## src/rtl/blk_loop_pkg.sv

```systemverilog
package blk_loop_pkg;
  typedef struct packed {
    logic winOn;
    logic clearAcc;
    logic highGain;
  } loopStrobe_t;
endpackage

```

## src/rtl/blk_loop_ctrl.sv

```systemverilog
module blk_loop_ctrl
  import blk_loop_pkg::*;
#(
  parameter int BOOST_W = 3
) (
  input  logic               clk,
  input  logic               rstN,
  input  logic               obWin,
  input  logic               calPulse,
  input  logic               stbyN,
  input  logic               csN,
  input  logic [BOOST_W:0]   boostCfg,
  input  logic               blkClear,
  input  logic               regPowerDown,
  input  logic               adinToGain,
  input  logic               winInvert,
  output loopStrobe_t        strb
);
  logic               winRaw, winAct, winPrev, winFall;
  logic               csPrev, csFall;
  logic               armed, skipNext;
  logic [BOOST_W-1:0] pulseCnt;
  logic [BOOST_W-1:0] boostN;
  logic               forceHigh, clearAny, gainHi;

  assign boostN    = boostCfg[BOOST_W-1:0];
  assign forceHigh = boostCfg[BOOST_W];
  assign winRaw    = adinToGain ? calPulse : obWin;
  assign winAct    = winRaw ^ winInvert;
  assign clearAny  = blkClear | regPowerDown | ~stbyN;
  assign winFall   = winPrev & ~winAct;
  assign csFall    = csPrev & ~csN;
  assign gainHi    = forceHigh | (armed & (pulseCnt < boostN));

  always_ff @(posedge clk or negedge rstN) begin
    if (!rstN) begin
      winPrev <= 1'b0;
      csPrev  <= 1'b1;
    end else begin
      winPrev <= winAct;
      csPrev  <= csN;
    end
  end

  always_ff @(posedge clk or negedge rstN) begin
    if (!rstN) begin
      armed    <= 1'b0;
      skipNext <= 1'b0;
      pulseCnt <= '0;
    end else if (csFall) begin
      armed    <= 1'b1;
      skipNext <= winAct;
      pulseCnt <= '0;
    end else if (winFall) begin
      if (skipNext) begin
        skipNext <= 1'b0;
      end else if (armed && (pulseCnt < boostN)) begin
        pulseCnt <= pulseCnt + 1'b1;
      end
    end
  end

  assign strb.winOn    = winAct & ~clearAny;
  assign strb.clearAcc = clearAny;
  assign strb.highGain = gainHi;

  // the counter only moves on an access or a window deassertion
  p_cnt_stable_r9: assert property (@(posedge clk) disable iff (!rstN)
    (!csFall && !winFall) |=> $stable(pulseCnt));
  // an access with a nonzero count raises the gain on the next cycle
  p_boost_start_r9: assert property (@(posedge clk) disable iff (!rstN)
    (csFall && !forceHigh && (boostN != '0) && $stable(boostCfg)) |=> gainHi);
  // an all-zero boost field never gives high gain
  p_zero_low_r10: assert property (@(posedge clk) disable iff (!rstN)
    (boostCfg == '0) |-> !gainHi);
endmodule

```

## src/rtl/blk_loop_dp.sv

```systemverilog
module blk_loop_dp
  import blk_loop_pkg::*;
#(
  parameter int CODE_W      = 10,
  parameter int TGT_W       = 7,
  parameter int ACC_W       = 8,
  parameter int TGT_DEFAULT = 64,
  parameter int LOW_STEP    = 1,
  parameter int HIGH_STEP   = 4
) (
  input  logic              clk,
  input  logic              rstN,
  input  logic [CODE_W-1:0] pixCode,
  input  logic [TGT_W-1:0]  tgtLevel,
  input  loopStrobe_t       strb,
  output logic              corrUp,
  output logic              corrDn,
  output logic [ACC_W-1:0]  offsetCode
);
  localparam logic [ACC_W-1:0] MID_CODE = {1'b1, {(ACC_W-1){1'b0}}};
  localparam logic [ACC_W-1:0] MAX_CODE = {ACC_W{1'b1}};
  localparam logic [ACC_W-1:0] STEP_LO  = ACC_W'(LOW_STEP);
  localparam logic [ACC_W-1:0] STEP_HI  = ACC_W'(HIGH_STEP);
  localparam logic [TGT_W-1:0] TGT_DEF  = TGT_W'(TGT_DEFAULT);

  logic [TGT_W-1:0]  tgtEff;
  logic [CODE_W-1:0] tgtWide;
  logic              isAbove, isBelow;
  logic [ACC_W-1:0]  stepSize;

  assign tgtEff   = (tgtLevel == '0) ? TGT_DEF : tgtLevel;
  assign tgtWide  = {{(CODE_W-TGT_W){1'b0}}, tgtEff};
  assign isAbove  = pixCode > tgtWide;
  assign isBelow  = pixCode < tgtWide;
  assign stepSize = strb.highGain ? STEP_HI : STEP_LO;

  always_ff @(posedge clk or negedge rstN) begin
    if (!rstN) begin
      offsetCode <= MID_CODE;
      corrUp     <= 1'b0;
      corrDn     <= 1'b0;
    end else if (strb.clearAcc) begin
      offsetCode <= MID_CODE;
      corrUp     <= 1'b0;
      corrDn     <= 1'b0;
    end else if (strb.winOn && isAbove) begin
      corrUp     <= 1'b0;
      corrDn     <= 1'b1;
      offsetCode <= (offsetCode < stepSize) ? '0 : offsetCode - stepSize;
    end else if (strb.winOn && isBelow) begin
      corrUp     <= 1'b1;
      corrDn     <= 1'b0;
      offsetCode <= (offsetCode > (MAX_CODE - stepSize)) ? MAX_CODE
                                                         : offsetCode + stepSize;
    end else begin
      corrUp <= 1'b0;
      corrDn <= 1'b0;
    end
  end

  // up and down are mutually exclusive
  p_excl_r3: assert property (@(posedge clk) disable iff (!rstN)
    !(corrUp && corrDn));
  // an inactive window freezes the accumulator
  p_hold_r4: assert property (@(posedge clk) disable iff (!rstN)
    (!strb.winOn && !strb.clearAcc) |=> ($stable(offsetCode) && !corrUp && !corrDn));
  // any clear source lands on mid-scale
  p_clear_r6: assert property (@(posedge clk) disable iff (!rstN)
    strb.clearAcc |=> (offsetCode == MID_CODE));
  // an up pulse never lowers the code
  p_up_rise_r2: assert property (@(posedge clk) disable iff (!rstN)
    $rose(corrUp) |-> (offsetCode > $past(offsetCode)) || (offsetCode == MAX_CODE));
endmodule

```

## src/rtl/blk_loop_top.sv

```systemverilog
module blk_loop_top
  import blk_loop_pkg::*;
#(
  parameter int CODE_W      = 10,
  parameter int TGT_W       = 7,
  parameter int ACC_W       = 8,
  parameter int BOOST_W     = 3,
  parameter int TGT_DEFAULT = 64,
  parameter int LOW_STEP    = 1,
  parameter int HIGH_STEP   = 4
) (
  input  logic              clk,
  input  logic              rstN,
  input  logic [CODE_W-1:0] pixCode,
  input  logic              obWin,
  input  logic              calPulse,
  input  logic              stbyN,
  input  logic              csN,
  input  logic [TGT_W-1:0]  tgtLevel,
  input  logic [BOOST_W:0]  boostCfg,
  input  logic              blkClear,
  input  logic              regPowerDown,
  input  logic              adinToGain,
  input  logic              winInvert,
  output logic              corrUp,
  output logic              corrDn,
  output logic              highGain,
  output logic [ACC_W-1:0]  offsetCode
);
  loopStrobe_t strb;

  blk_loop_ctrl #(.BOOST_W(BOOST_W)) u_ctrl (
    .clk(clk), .rstN(rstN), .obWin(obWin), .calPulse(calPulse),
    .stbyN(stbyN), .csN(csN), .boostCfg(boostCfg), .blkClear(blkClear),
    .regPowerDown(regPowerDown), .adinToGain(adinToGain),
    .winInvert(winInvert), .strb(strb)
  );

  blk_loop_dp #(
    .CODE_W(CODE_W), .TGT_W(TGT_W), .ACC_W(ACC_W),
    .TGT_DEFAULT(TGT_DEFAULT), .LOW_STEP(LOW_STEP), .HIGH_STEP(HIGH_STEP)
  ) u_dp (
    .clk(clk), .rstN(rstN), .pixCode(pixCode), .tgtLevel(tgtLevel),
    .strb(strb), .corrUp(corrUp), .corrDn(corrDn), .offsetCode(offsetCode)
  );

  assign highGain = strb.highGain;
endmodule

```

## config.mk

```make
export PLATFORM = sky130hd
export DESIGN_NAME = blk_loop_top
export DESIGN_NICKNAME = d
export VERILOG_FILES = /design/src/rtl/blk_loop_pkg.sv /design/src/rtl/blk_loop_ctrl.sv /design/src/rtl/blk_loop_dp.sv /design/src/rtl/blk_loop_top.sv
export SDC_FILE = /design/constraint.sdc
export NUM_CORES = 1
export LEC_CHECK = 0
export ABC_AREA = 1
export BUFFER_PORTS_ARGS = -buffer_cell sky130_fd_sc_hd__buf_2
export CAP_MARGIN = 0
export CORE_ASPECT_RATIO = 0.75
export CORE_UTILIZATION = 45
export DETAILED_ROUTE_END_ITERATION = 7
export GPL_ROUTABILITY_DRIVEN = 1
export PLACE_DENSITY_LB_ADDON = 0.2
export SETUP_SLACK_MARGIN = 0.4
export SYNTH_ARGS = -nofsm -noshare
export SYNTH_HDL_FRONTEND = slang
export SYNTH_HIERARCHICAL = 1
export SYNTH_SLANG_ARGS = --single-unit
export TNS_END_PERCENT = 1
```

## constraint.sdc

```tcl
create_clock -name clk -period 2.8 [get_ports clk]
set_clock_uncertainty 0.1 [all_clocks]
set_input_delay 0.56 -clock clk [delete_from_list [all_inputs] [get_ports clk]]
set_output_delay 0.56 -clock clk [all_outputs]
set_load 0.02 [all_outputs]
```

==> flow_summary.json, run 1 <==
{
  "outcome": "finished, final reports clean",
  "hold_path_class": "in -> async",
  "fp-row-count": 19,
  "r2r_end": "u_dp/offsetCode[2]",
  "power.density_nw_per_um2": 321,
  "rsz0062_at_grt": "true",
  "gr-usage-all-layers_pct": 22.0,
  "clk_pin_slew_ns": 0.07,
  "period_share_pct": 84.3,
  "setup_tns_ns": 0,
  "via_per_inst": 4.94,
  "synth_top_family_by_area": "simple AND/OR/NAND/NOR gates",
  "dpl_cell_area_um2": 2180,
  "synth.area.mux_share_pct": 0,
  "dp.cells": 378,
  "synthSimpleGateAreaFrac_pct": 46.5,
  "hold_viol_final": 0,
  "die_h_um": 57.1,
  "drt-initial-drc-count": 121,
  "postRouteWirelength_um": 4500,
  "min_period_ns": 2.36,
  "crit_start": "boostCfg[2]",
  "h-tree-depth": 1,
  "grt_pass1_vias": 1724,
  "synthCells": 290,
  "clkPwrFrac_pct": 24.3,
  "synth-seq-cells": 17,
  "final_cell_mix": "nand2_1, buf_2, inv_1",
  "p_sw_uw": 279,
  "cap_violations": 0,
  "p_seq_share_pct": 35.6,
  "ys.flop_type": "dfrtp_1",
  "swShare_pct": 36.1,
  "synth_nets": 338,
  "rr_worst_depth": 19,
  "dr.pass1.iters": 4,
  "peakVddDrop_v": 0.000196,
  "rrSetupSlack_ns": 0.45,
  "comb_power_share_pct": 40.1,
  "cts_made_buffers": 3,
  "core-area_um2": 3760,
  "drv_slew": 0,
  "insertion_delay_ns": 0.26,
  "syn_area_per_cell_um2": 6.28,
  "tritoncts": "built",
  "synthAdderAreaFrac_pct": 11.7,
  "layout-drive-gt1-share_pct": 37.2,
  "tightest_slew_ns": 0.511,
  "final_nets": 390,
  "wl_per_cell_um": 11.4,
  "start_util_pct": 48.5,
  "synth-xor-area-share_pct": 1.92,
  "fmax_ghz": 0.424,
  "design_area_um2": 2410,
  "leakagePower_nw": 1.39,
  "antenna_found_initial": 0,
  "grt_max_degree": 18,
  "cts.sinks": 17,
  "dieWidth_um": 75.5,
  "synth_edf_count": 0,
  "grt_overflow": 0,
  "cp.arrival_ns": 2.46,
  "startpoint_type": "input pin",
  "ys_async_sr_fraction_pct": 100,
  "vias": 1943,
  "critPathCaptureType": "register",
  "path_max_fanout": 7,
  "finalSetupViolCount": 0,
  "drc": 0,
  "diodes": 0,
  "io_buffer_count": 41,
  "synth_cell_types": 32,
  "yosys_warnings": 6,
  "grt_pass1_wl_um": 7360,
  "synth-compound-area-share_pct": 2.40,
  "r2r_start": "u_ctrl/pulseCnt[1]",
  "fin_cells": 393,
  "ios": 42,
  "areaGrowthSynthToFinish_pct": 32.6,
  "die-area_um2": 4310,
  "final_common_cell": "nand2_1",
  "clockRootBuffer": "clkbuf_8",
  "critical_path_class": "in -> reg",
  "cp.required_ns": 2.90,
  "ys_seq_area_share_pct": 23.5,
  "internal_power_uw": 495,
  "antenna_left": 0,
  "gp_congestion": 0.871,
  "max_slew_margin_pct": 65.9,
  "synth.cell_area_um2": 1820,
  "post-dp-hpwl_um": 3460,
  "clock_path_buffers": 2
}
-- worst max-delay path by stage --
| stage | to |
|---|---|
| 2_1_floorplan | u_dp/offsetCode[6] |
| 3_3_place_gp | u_dp/offsetCode[7] |
| 3_5_place_dp | u_dp/offsetCode[2] |
| 4_1_cts | u_dp/offsetCode[7] |
| 5_1_grt | u_dp/offsetCode[2] |
| 6_report | u_dp/offsetCode[2] |
-- power by group through the flow --
stage | logic [mW] | clock network [mW] | registers, mW
final | 0.310 | 0.188 | 0.276
after global routing | 0.350 | 0.202 | 0.278
after CTS | 0.264 | 0.192 | 0.276
after detailed placement | 0.257 | 0 | 0.281
after global placement | 0.252 | 0 | 0.281
after floorplan | 0.188 | 0 | 0.280
-- per-layer routing --
layer / track usage (%) / vias up / part of all wire, % / routed length [um]
li1: - / 999 / - / -
met1: 30.9 / 888 / 49 / 2210
met2: 35.7 / 51 / 45 / 2040
met3: 4.42 / 5 / 4.9 / 222
met4: 2.91 / 0 / 0.73 / 33
met5: 0 / - / 0 / 0
-- per-stage QoR --
stage / util [%] / hold slack, ns / total power [mW] / worst slack [ns]
after detailed placement: 58.0 / 0.358 / 0.537 / 0.0366
after CTS: 60.0 / 0.131 / 0.733 / 0.401
final: 64.3 / 0.121 / 0.775 / 0.440
after floorplan: - / 0.164 / 0.468 / 0.387
after global placement: 58.0 / 0.359 / 0.533 / 0.0971
after global routing: 64.3 / 0.150 / 0.830 / 0.314
-- cell usage after synthesis, types with 2 or more instances --
cell type | instances | share of area [%]
clkinv_1 | 2 | 0.41
nand4_1 | 7 | 2.4
a21oi_1 | 2 | 0.55
nor2_4 | 2 | 1.2
buf_4 | 2 | 0.82
buf_2 | 2 | 0.55
inv_1 | 42 | 8.7
dfrtp_1 | 15 | 21
nor2_1 | 21 | 4.3
o21ai_1 | 4 | 1.1
dfstp_2 | 2 | 2.9
nand3_2 | 3 | 1.6
nand2_2 | 3 | 1.0
nand2_1 | 101 | 21
inv_2 | 10 | 2.1
nand3_1 | 34 | 9.3
ha_1 | 17 | 12
nor2_2 | 3 | 1.0
xor2_1 | 4 | 1.9
clkbuf_1 | 2 | 0.41
-- what timing repair did --
item,4_1_cts,5_1_grt
buffers inserted,2,9
hold buffers,0,0
resized for setup,4,26
endpoints found under the setup margin,8,8
pin swaps,3,27
-- registers in the layout, indices dropped and copies added (netlist names) --
register and count:
u_ctrl/armed 1, u_dp/corrDn 1, u_dp/corrUp 1, u_dp/offsetCode 8
u_ctrl/pulseCnt 3, u_ctrl/skipNext 1, u_ctrl/csPrev 1, u_ctrl/winPrev 1
-- layout make-up --
class | instances | area [um^2]
Clock buffer | 3 | 41.3
Clock inverter | 1 | 5.00
Fill cell | 356 | 1340
Inverter | 55 | 226
Multi-Input combinational cell | 211 | 1340
Sequential cell | 17 | 428
Tap cell | 52 | 65.1
Timing Repair Buffer | 54 | 309
-- kinds of logic (layout without fill, tap and decap cells) --
family                     after synthesis  after routing
and+or+nand+nor                        182            182
buffers and inverters                   62            113
adders and majority gates               17             17
DFF                                     17             17
AOI/OAI and AO/OA                        8              8
xor gates and xnor gates                 4              4
-- worst max-delay path, stage by stage --
cell     delay [ns]
buf_6          0.09
inv_8          0.03
ha_4           0.23
nand2_2        0.05
inv_2          0.04
nor2_4         0.09
nand2_2        0.08
nand2_4        0.09
inv_6          0.05
ha_4           0.27
inv_4          0.08
nand2_4        0.05
inv_2          0.06
nand2_1        0.05
nand2_2        0.08
nand3_4        0.14
nand2_2        0.11
nand3_2        0.07
nand2_1        0.08
nand2_1        0.06
nand2_1        0.08
(Power assumes the default switching activity.)
==> inputs of run 2 (changes only) <==
Settings changed: ABC_AREA 1 to 0.
Clock period 2.8 ns to 2.4 ns, I/O delays scaled along.
==> run 2 against run 1 <==
Against the previous run: critical path type is now reg -> reg; sequential power up 14%; register-to-register slack got worse by 0.86 ns; the flow now finishes with violations (negative setup slack); critical path depth down 9; flip-flop and latch count unchanged; combinational power rose by 5%; largest power group unchanged; design area fell by 3.5%; non-clock buffer count increased by 26; core utilization grew 4.7 points; area after synthesis shrank 9.8%.
==> flow_summary.json, run 2 <==
{
  "synthCells": 193,
  "areaGrowthSynthToFinish_pct": 41.7,
  "peakVddDrop_v": 0.000218,
  "finalWorstSetupSlack_ns": -0.408,
  "fmax_ghz": 0.356,
  "final_nets": 317,
  "outcome": "finished, violations left",
  "ys.flop_type": "dfrtp_1",
  "place_ws_ns": -0.631,
  "p_seq_share_pct": 36.3,
  "ys_seq_area_share_pct": 26.0,
  "gp_congestion": 0.907,
  "largestRegisters": "u_dp/offsetCode x8, u_ctrl/pulseCnt x3",
  "max_slew_margin_pct": 70.9,
  "die_h_um": 54.3,
  "finalSetupViolCount": 8,
  "leakagePower_nw": 1.10,
  "synth-seq-cells": 17,
  "synth_common_cells": "inv_1, ha_1, dfrtp_1",
  "layout-drive-gt1-share_pct": 43.3,
  "synth_nets": 241,
  "cp.arrival_ns": 2.90,
  "syn_area_per_cell_um2": 8.52,
  "cts.sinks": 17,
  "synth_top_area_share_pct": 22.8,
  "internal_power_uw": 588,
  "via_per_inst": 5.63,
  "largest_reg_flops": 8,
  "rsz0062_at_grt": "true",
  "synth_cell_types": 60,
  "dpl_cell_area_um2": 2190,
  "critPathCaptureType": "register",
  "cap_violations": 0,
  "h-tree-depth": 1,
  "ios": 42,
  "cp.required_ns": 2.49,
  "vias": 1735,
  "insertion_delay_ns": 0.26,
  "comb_power_share_pct": 37.4,
  "yosys_warnings": 6,
  "design_area_um2": 2330,
  "clk_pin_slew_ns": 0.07,
  "dr.pass1.iters": 4,
  "clockRootBuffer": "clkbuf_8",
  "path_max_fanout": 6,
  "p_sw_uw": 282,
  "min_period_ns": 2.81,
  "synth_most_common_cell": "inv_1",
  "swShare_pct": 32.4,
  "core-area_um2": 3380,
  "cts_made_buffers": 3,
  "grt_pass1_wl_um": 6910,
  "antenna_left": 0,
  "clock_path_buffers": 2,
  "fp-row-count": 18,
  "grt_overflow": 0,
  "diodes": 0,
  "gr-usage-all-layers_pct": 23.9,
  "tritoncts": "built",
  "drt-initial-drc-count": 139,
  "die-area_um2": 3900,
  "final_cell_mix": "buf_2, buf_4, inv_1",
  "hold_path_class": "in -> async",
  "drc": 0,
  "postRouteWirelength_um": 4260,
  "tightest_slew_ns": 0.436,
  "ys_async_sr_fraction_pct": 100,
  "power.density_nw_per_um2": 373,
  "synth_area_leaders": "dfrtp_1, ha_1, inv_1, dfstp_2, a21oi_1",
  "hold_viol_final": 0,
  "synth.cell_area_um2": 1640,
  "grt_max_degree": 18,
  "largest_register": "u_dp/offsetCode",
  "wl_per_cell_um": 13.8,
  "synth_edf_count": 0,
  "start_util_pct": 48.7,
  "final_common_cell": "buf_2",
  "post-dp-hpwl_um": 3350,
  "synth_top_area_cell": "dfrtp_1",
  "io_buffer_count": 41,
  "hold_buffers": 0,
  "startpoint_type": "register",
  "critical_path_class": "reg -> reg",
  "drv_slew": 0,
  "clkPwrFrac_pct": 26.2,
  "violations": "negative setup slack",
  "period_share_pct": 117,
  "grt_pass1_vias": 1483,
  "antenna_found_initial": 0,
  "dieWidth_um": 71.8
}
run 2: cell count changes in the layout (fill, tap and decap cells not counted), moves of 13 or more:
cell and delta:
inv_1 -20, nand2_2 -13, inv_2 -13, buf_4 +24
nand2_1 -75, nand3_1 -21
run 2: critical path: stages (launching register included):
cell and delay, ns:
dfrtp_1 0.43, ha_4 0.29, nand2_4 0.04, o211ai_1 0.15, nand2b_1 0.15, inv_4 0.11
ha_4 0.22, or3b_4 0.39, a211oi_4 0.29, nand2_2 0.13, a32oi_1 0.20, o22ai_1 0.09
a21oi_1 0.13
run 2: per-stage QoR:
stage / hold slack, ns / std cells / power [mW] / util [%] / setup TNS, ns
global placement: 0.337 / 303 / 0.615 / 65.0 / -4.20
detailed placement: 0.333 / 303 / 0.619 / 65.0 / -4.75
finish: 0.0339 / 308 / 0.870 / 69.0 / -2.85
floorplan: 0.0844 / 193 / 0.504 / - / -2.72
global route: 0.0626 / 308 / 0.926 / 69.0 / -3.78
CTS: 0.0464 / 308 / 0.863 / 68.4 / -2.70
run 2: worst paths after layout:
check | to | from | cells after the start | slack [ns]
worst max-delay path | u_dp/offsetCode[2] | u_ctrl/pulseCnt[2] | 12 | -0.41
worst min-delay path | u_dp/offsetCode[6] | rstN | 1 | 0.03
worst max register to register | u_dp/offsetCode[2] | u_ctrl/pulseCnt[2] | 12 | -0.41
worst min register to register | u_ctrl/armed | u_ctrl/armed | 1 | 0.37
max in group asynchronous | u_ctrl/csPrev | rstN | 1 | 1.84
min in group clk | u_ctrl/csPrev | csN | 1 | 0.23
run 2: metal layers:
metal  vias up  wire length (um)  part of all wire [%]  global-route usage [%]
li1        865                 -                     -                       -
met1       794              2000                    47                    32.7
met2        72              1880                    44                    39.5
met3         4               341                   8.0                    4.60
met4         0                35                  0.82                    6.54
met5         -                 0                     0                       0
run 2: logic make-up after synthesis:
group,synth area share (%)
muxes,1.22
xor gates and xnor gates,2.66
DFF,26.0
buffers and inverters,7.53
AOI/OAI and AO/OA,24.0
and+or+nand+nor,25.6
adders and majority gates,12.9
run 2: power by group through the flow:
stage | Combinational, mW | Sequential [mW] | Clock (mW)
3_3_place_gp | 0.294 | 0.321 | 0
5_1_grt | 0.361 | 0.318 | 0.247
3_5_place_dp | 0.298 | 0.322 | 0
4_1_cts | 0.316 | 0.316 | 0.230
6_report | 0.326 | 0.316 | 0.228
2_1_floorplan | 0.180 | 0.324 | 0
run 2: timing repair:
item,in CTS,in global routing
gates resized for setup,13,4
setup buffers,1,0
pin swaps,7,6
setup endpoints to repair,11,11
run 2: layout make-up:
type,count,area [um^2]
multi-input cells,148,1210
fillers,284,1050
flip-flops and latches,17,428
well taps,40,50.0
repair buffers,80,512
inverters,19,86.3
clock buffers,3,41.3
clock inverters,1,5.00
==> inputs of run 3 (changes only) <==
Settings changed: SKIP_LAST_GASP set to 1.
==> run 3 against run 2 <==
Against the previous run: the run still ends with negative setup slack left; routed wire length is 0.61% higher; worst hold slack better by 0.0062 ns; core utilization is 1.7 points lower; fmax is 0.33% lower; critical endpoint is now u_dp/offsetCode[3].
==> flow_summary.json, run 3 (synthesized netlist as in run 2, its figures left out) <==
{
  "postRouteWirelength_um": 4280,
  "start_util_pct": 48.7,
  "fmax_ghz": 0.355,
  "rr_worst_depth": 14,
  "ios": 42,
  "tightest_slew_ns": 0.435,
  "die_h_um": 54.3,
  "dpl_cell_area_um2": 2190,
  "via_per_inst": 5.62,
  "vias": 1730,
  "outcome": "finished, violations left",
  "layout-drive-gt1-share_pct": 40.7,
  "hold_viol_final": 0,
  "antenna_found_initial": 0,
  "io_buffer_count": 41,
  "final_common_cell": "buf_2",
  "grt_pass1_wl_um": 6880,
  "tritoncts": "built",
  "clk_pin_slew_ns": 0.07,
  "p_sw_uw": 275,
  "dr.pass1.iters": 4,
  "largestRegisters": "u_dp/offsetCode x8, u_ctrl/pulseCnt x3",
  "period_share_pct": 117,
  "fp-row-count": 18,
  "drt-initial-drc-count": 136,
  "gp_congestion": 0.907,
  "power.density_nw_per_um2": 375,
  "largest_register": "u_dp/offsetCode",
  "violations": "negative setup slack",
  "die-area_um2": 3900,
  "swShare_pct": 32.3,
  "min_period_ns": 2.82,
  "cp.arrival_ns": 2.86,
  "areaGrowthSynthToFinish_pct": 38.3,
  "drv_slew": 0,
  "design_area_um2": 2270,
  "final_cell_mix": "buf_2, buf_4, inv_1",
  "insertion_delay_ns": 0.26,
  "dieWidth_um": 71.8,
  "clkPwrFrac_pct": 26.6,
  "clock_path_buffers": 2,
  "leakagePower_nw": 1.08,
  "hold_path_class": "in -> async",
  "core-area_um2": 3380,
  "total_power_uw": 852,
  "dp.cells": 303,
  "fin_util_pct": 67.3,
  "clockRootBuffer": "clkbuf_8",
  "critPathCaptureType": "register",
  "peakVddDrop_v": 0.000220,
  "cap_violations": 0,
  "path_max_fanout": 6,
  "antenna_left": 0,
  "cp.required_ns": 2.45,
  "fin_cells": 308,
  "max_slew_margin_pct": 70.9,
  "wl_per_cell_um": 13.9,
  "grt_pass1_vias": 1472,
  "final_nets": 317,
  "critical_path_class": "reg -> reg",
  "comb_power_share_pct": 36.3,
  "internal_power_uw": 577,
  "startpoint_type": "register",
  "cts.sinks": 17,
  "gr-usage-all-layers_pct": 23.9,
  "grt_overflow": 0,
  "h-tree-depth": 1,
  "finalSetupViolCount": 8,
  "cts_made_buffers": 3,
  "post-dp-hpwl_um": 3350,
  "rsz0062_at_grt": "true",
  "p_seq_share_pct": 37.1,
  "finalWorstSetupSlack_ns": -0.417,
  "largest_reg_flops": 8,
  "grt_max_degree": 18,
  "drc": 0,
  "diodes": 0
}
==> run 3: worst max-delay path: stages (launching register included) <==
cell and delay (ns):
dfrtp_1 0.43, ha_4 0.29, nand2_2 0.04, o211ai_1 0.15, nand2b_1 0.15, inv_4 0.11
ha_1 0.22, ha_4 0.18, nor2b_4 0.06, o41ai_2 0.31, buf_4 0.18, nor3_2 0.04
buf_4 0.15, a22oi_1 0.20, a21oi_1 0.09
==> run 3: layout make-up <==
type,count,area (um^2)
Sequential cell,17,428
Clock buffer,3,41.3
Clock inverter,1,5.00
Inverter,19,86.3
Fill cell,285,1100
Timing Repair Buffer,80,498
Tap cell,40,50.0
Multi-Input combinational cell,148,1160
==> run 3: final timing paths <==
| check | start | end | slack (ns) |
|---|---|---|---|
| hold reg to reg | u_ctrl/armed | u_ctrl/armed | 0.37 |
| max in group asynchronous | rstN | u_ctrl/csPrev | 1.83 |
| setup / recovery | u_ctrl/pulseCnt[2] | u_dp/offsetCode[3] | -0.42 |
| min in group clk | csN | u_ctrl/csPrev | 0.23 |
| hold / removal | rstN | u_dp/offsetCode[6] | 0.04 |
| setup reg to reg | u_ctrl/pulseCnt[2] | u_dp/offsetCode[3] | -0.42 |
==> run 3: metrics by stage <==
| stage | hold slack, ns | worst slack, ns | TNS, ns |
|---|---|---|---|
| after detailed placement | 0.333 | -0.631 | -4.75 |
| after CTS | 0.0464 | -0.405 | -2.72 |
| after global placement | 0.337 | -0.584 | -4.20 |
| after floorplan | 0.0844 | -0.394 | -2.72 |
| final | 0.0400 | -0.417 | -2.94 |
| after global routing | 0.0626 | -0.545 | -4.01 |
==> run 3: repair_timing <==
action / in CTS / in global routing
setup buffers: 1 / 0
setup endpoints to repair: 11 / 11
hold buffers: 0 / 0
resized for setup: 4 / 0
==> run 3: power by group through the flow <==
stage	Clock (mW)	Combinational (mW)	Sequential (mW)
4_1_cts	0.230	0.306	0.316
6_report	0.226	0.309	0.316
3_5_place_dp	0	0.298	0.322
3_3_place_gp	0	0.294	0.321
5_1_grt	0.247	0.344	0.318
2_1_floorplan	0	0.180	0.324
==> run 3: metal layers <==
metal	vias up	global-route usage [%]	wire, um	share of wire, %
met2	69	40.3	1900	44
li1	866	-	-	-
met1	791	32.4	2100	49
met3	4	4.42	267	6.2
met5	-	0	0	0
met4	0	5.88	18	0.42
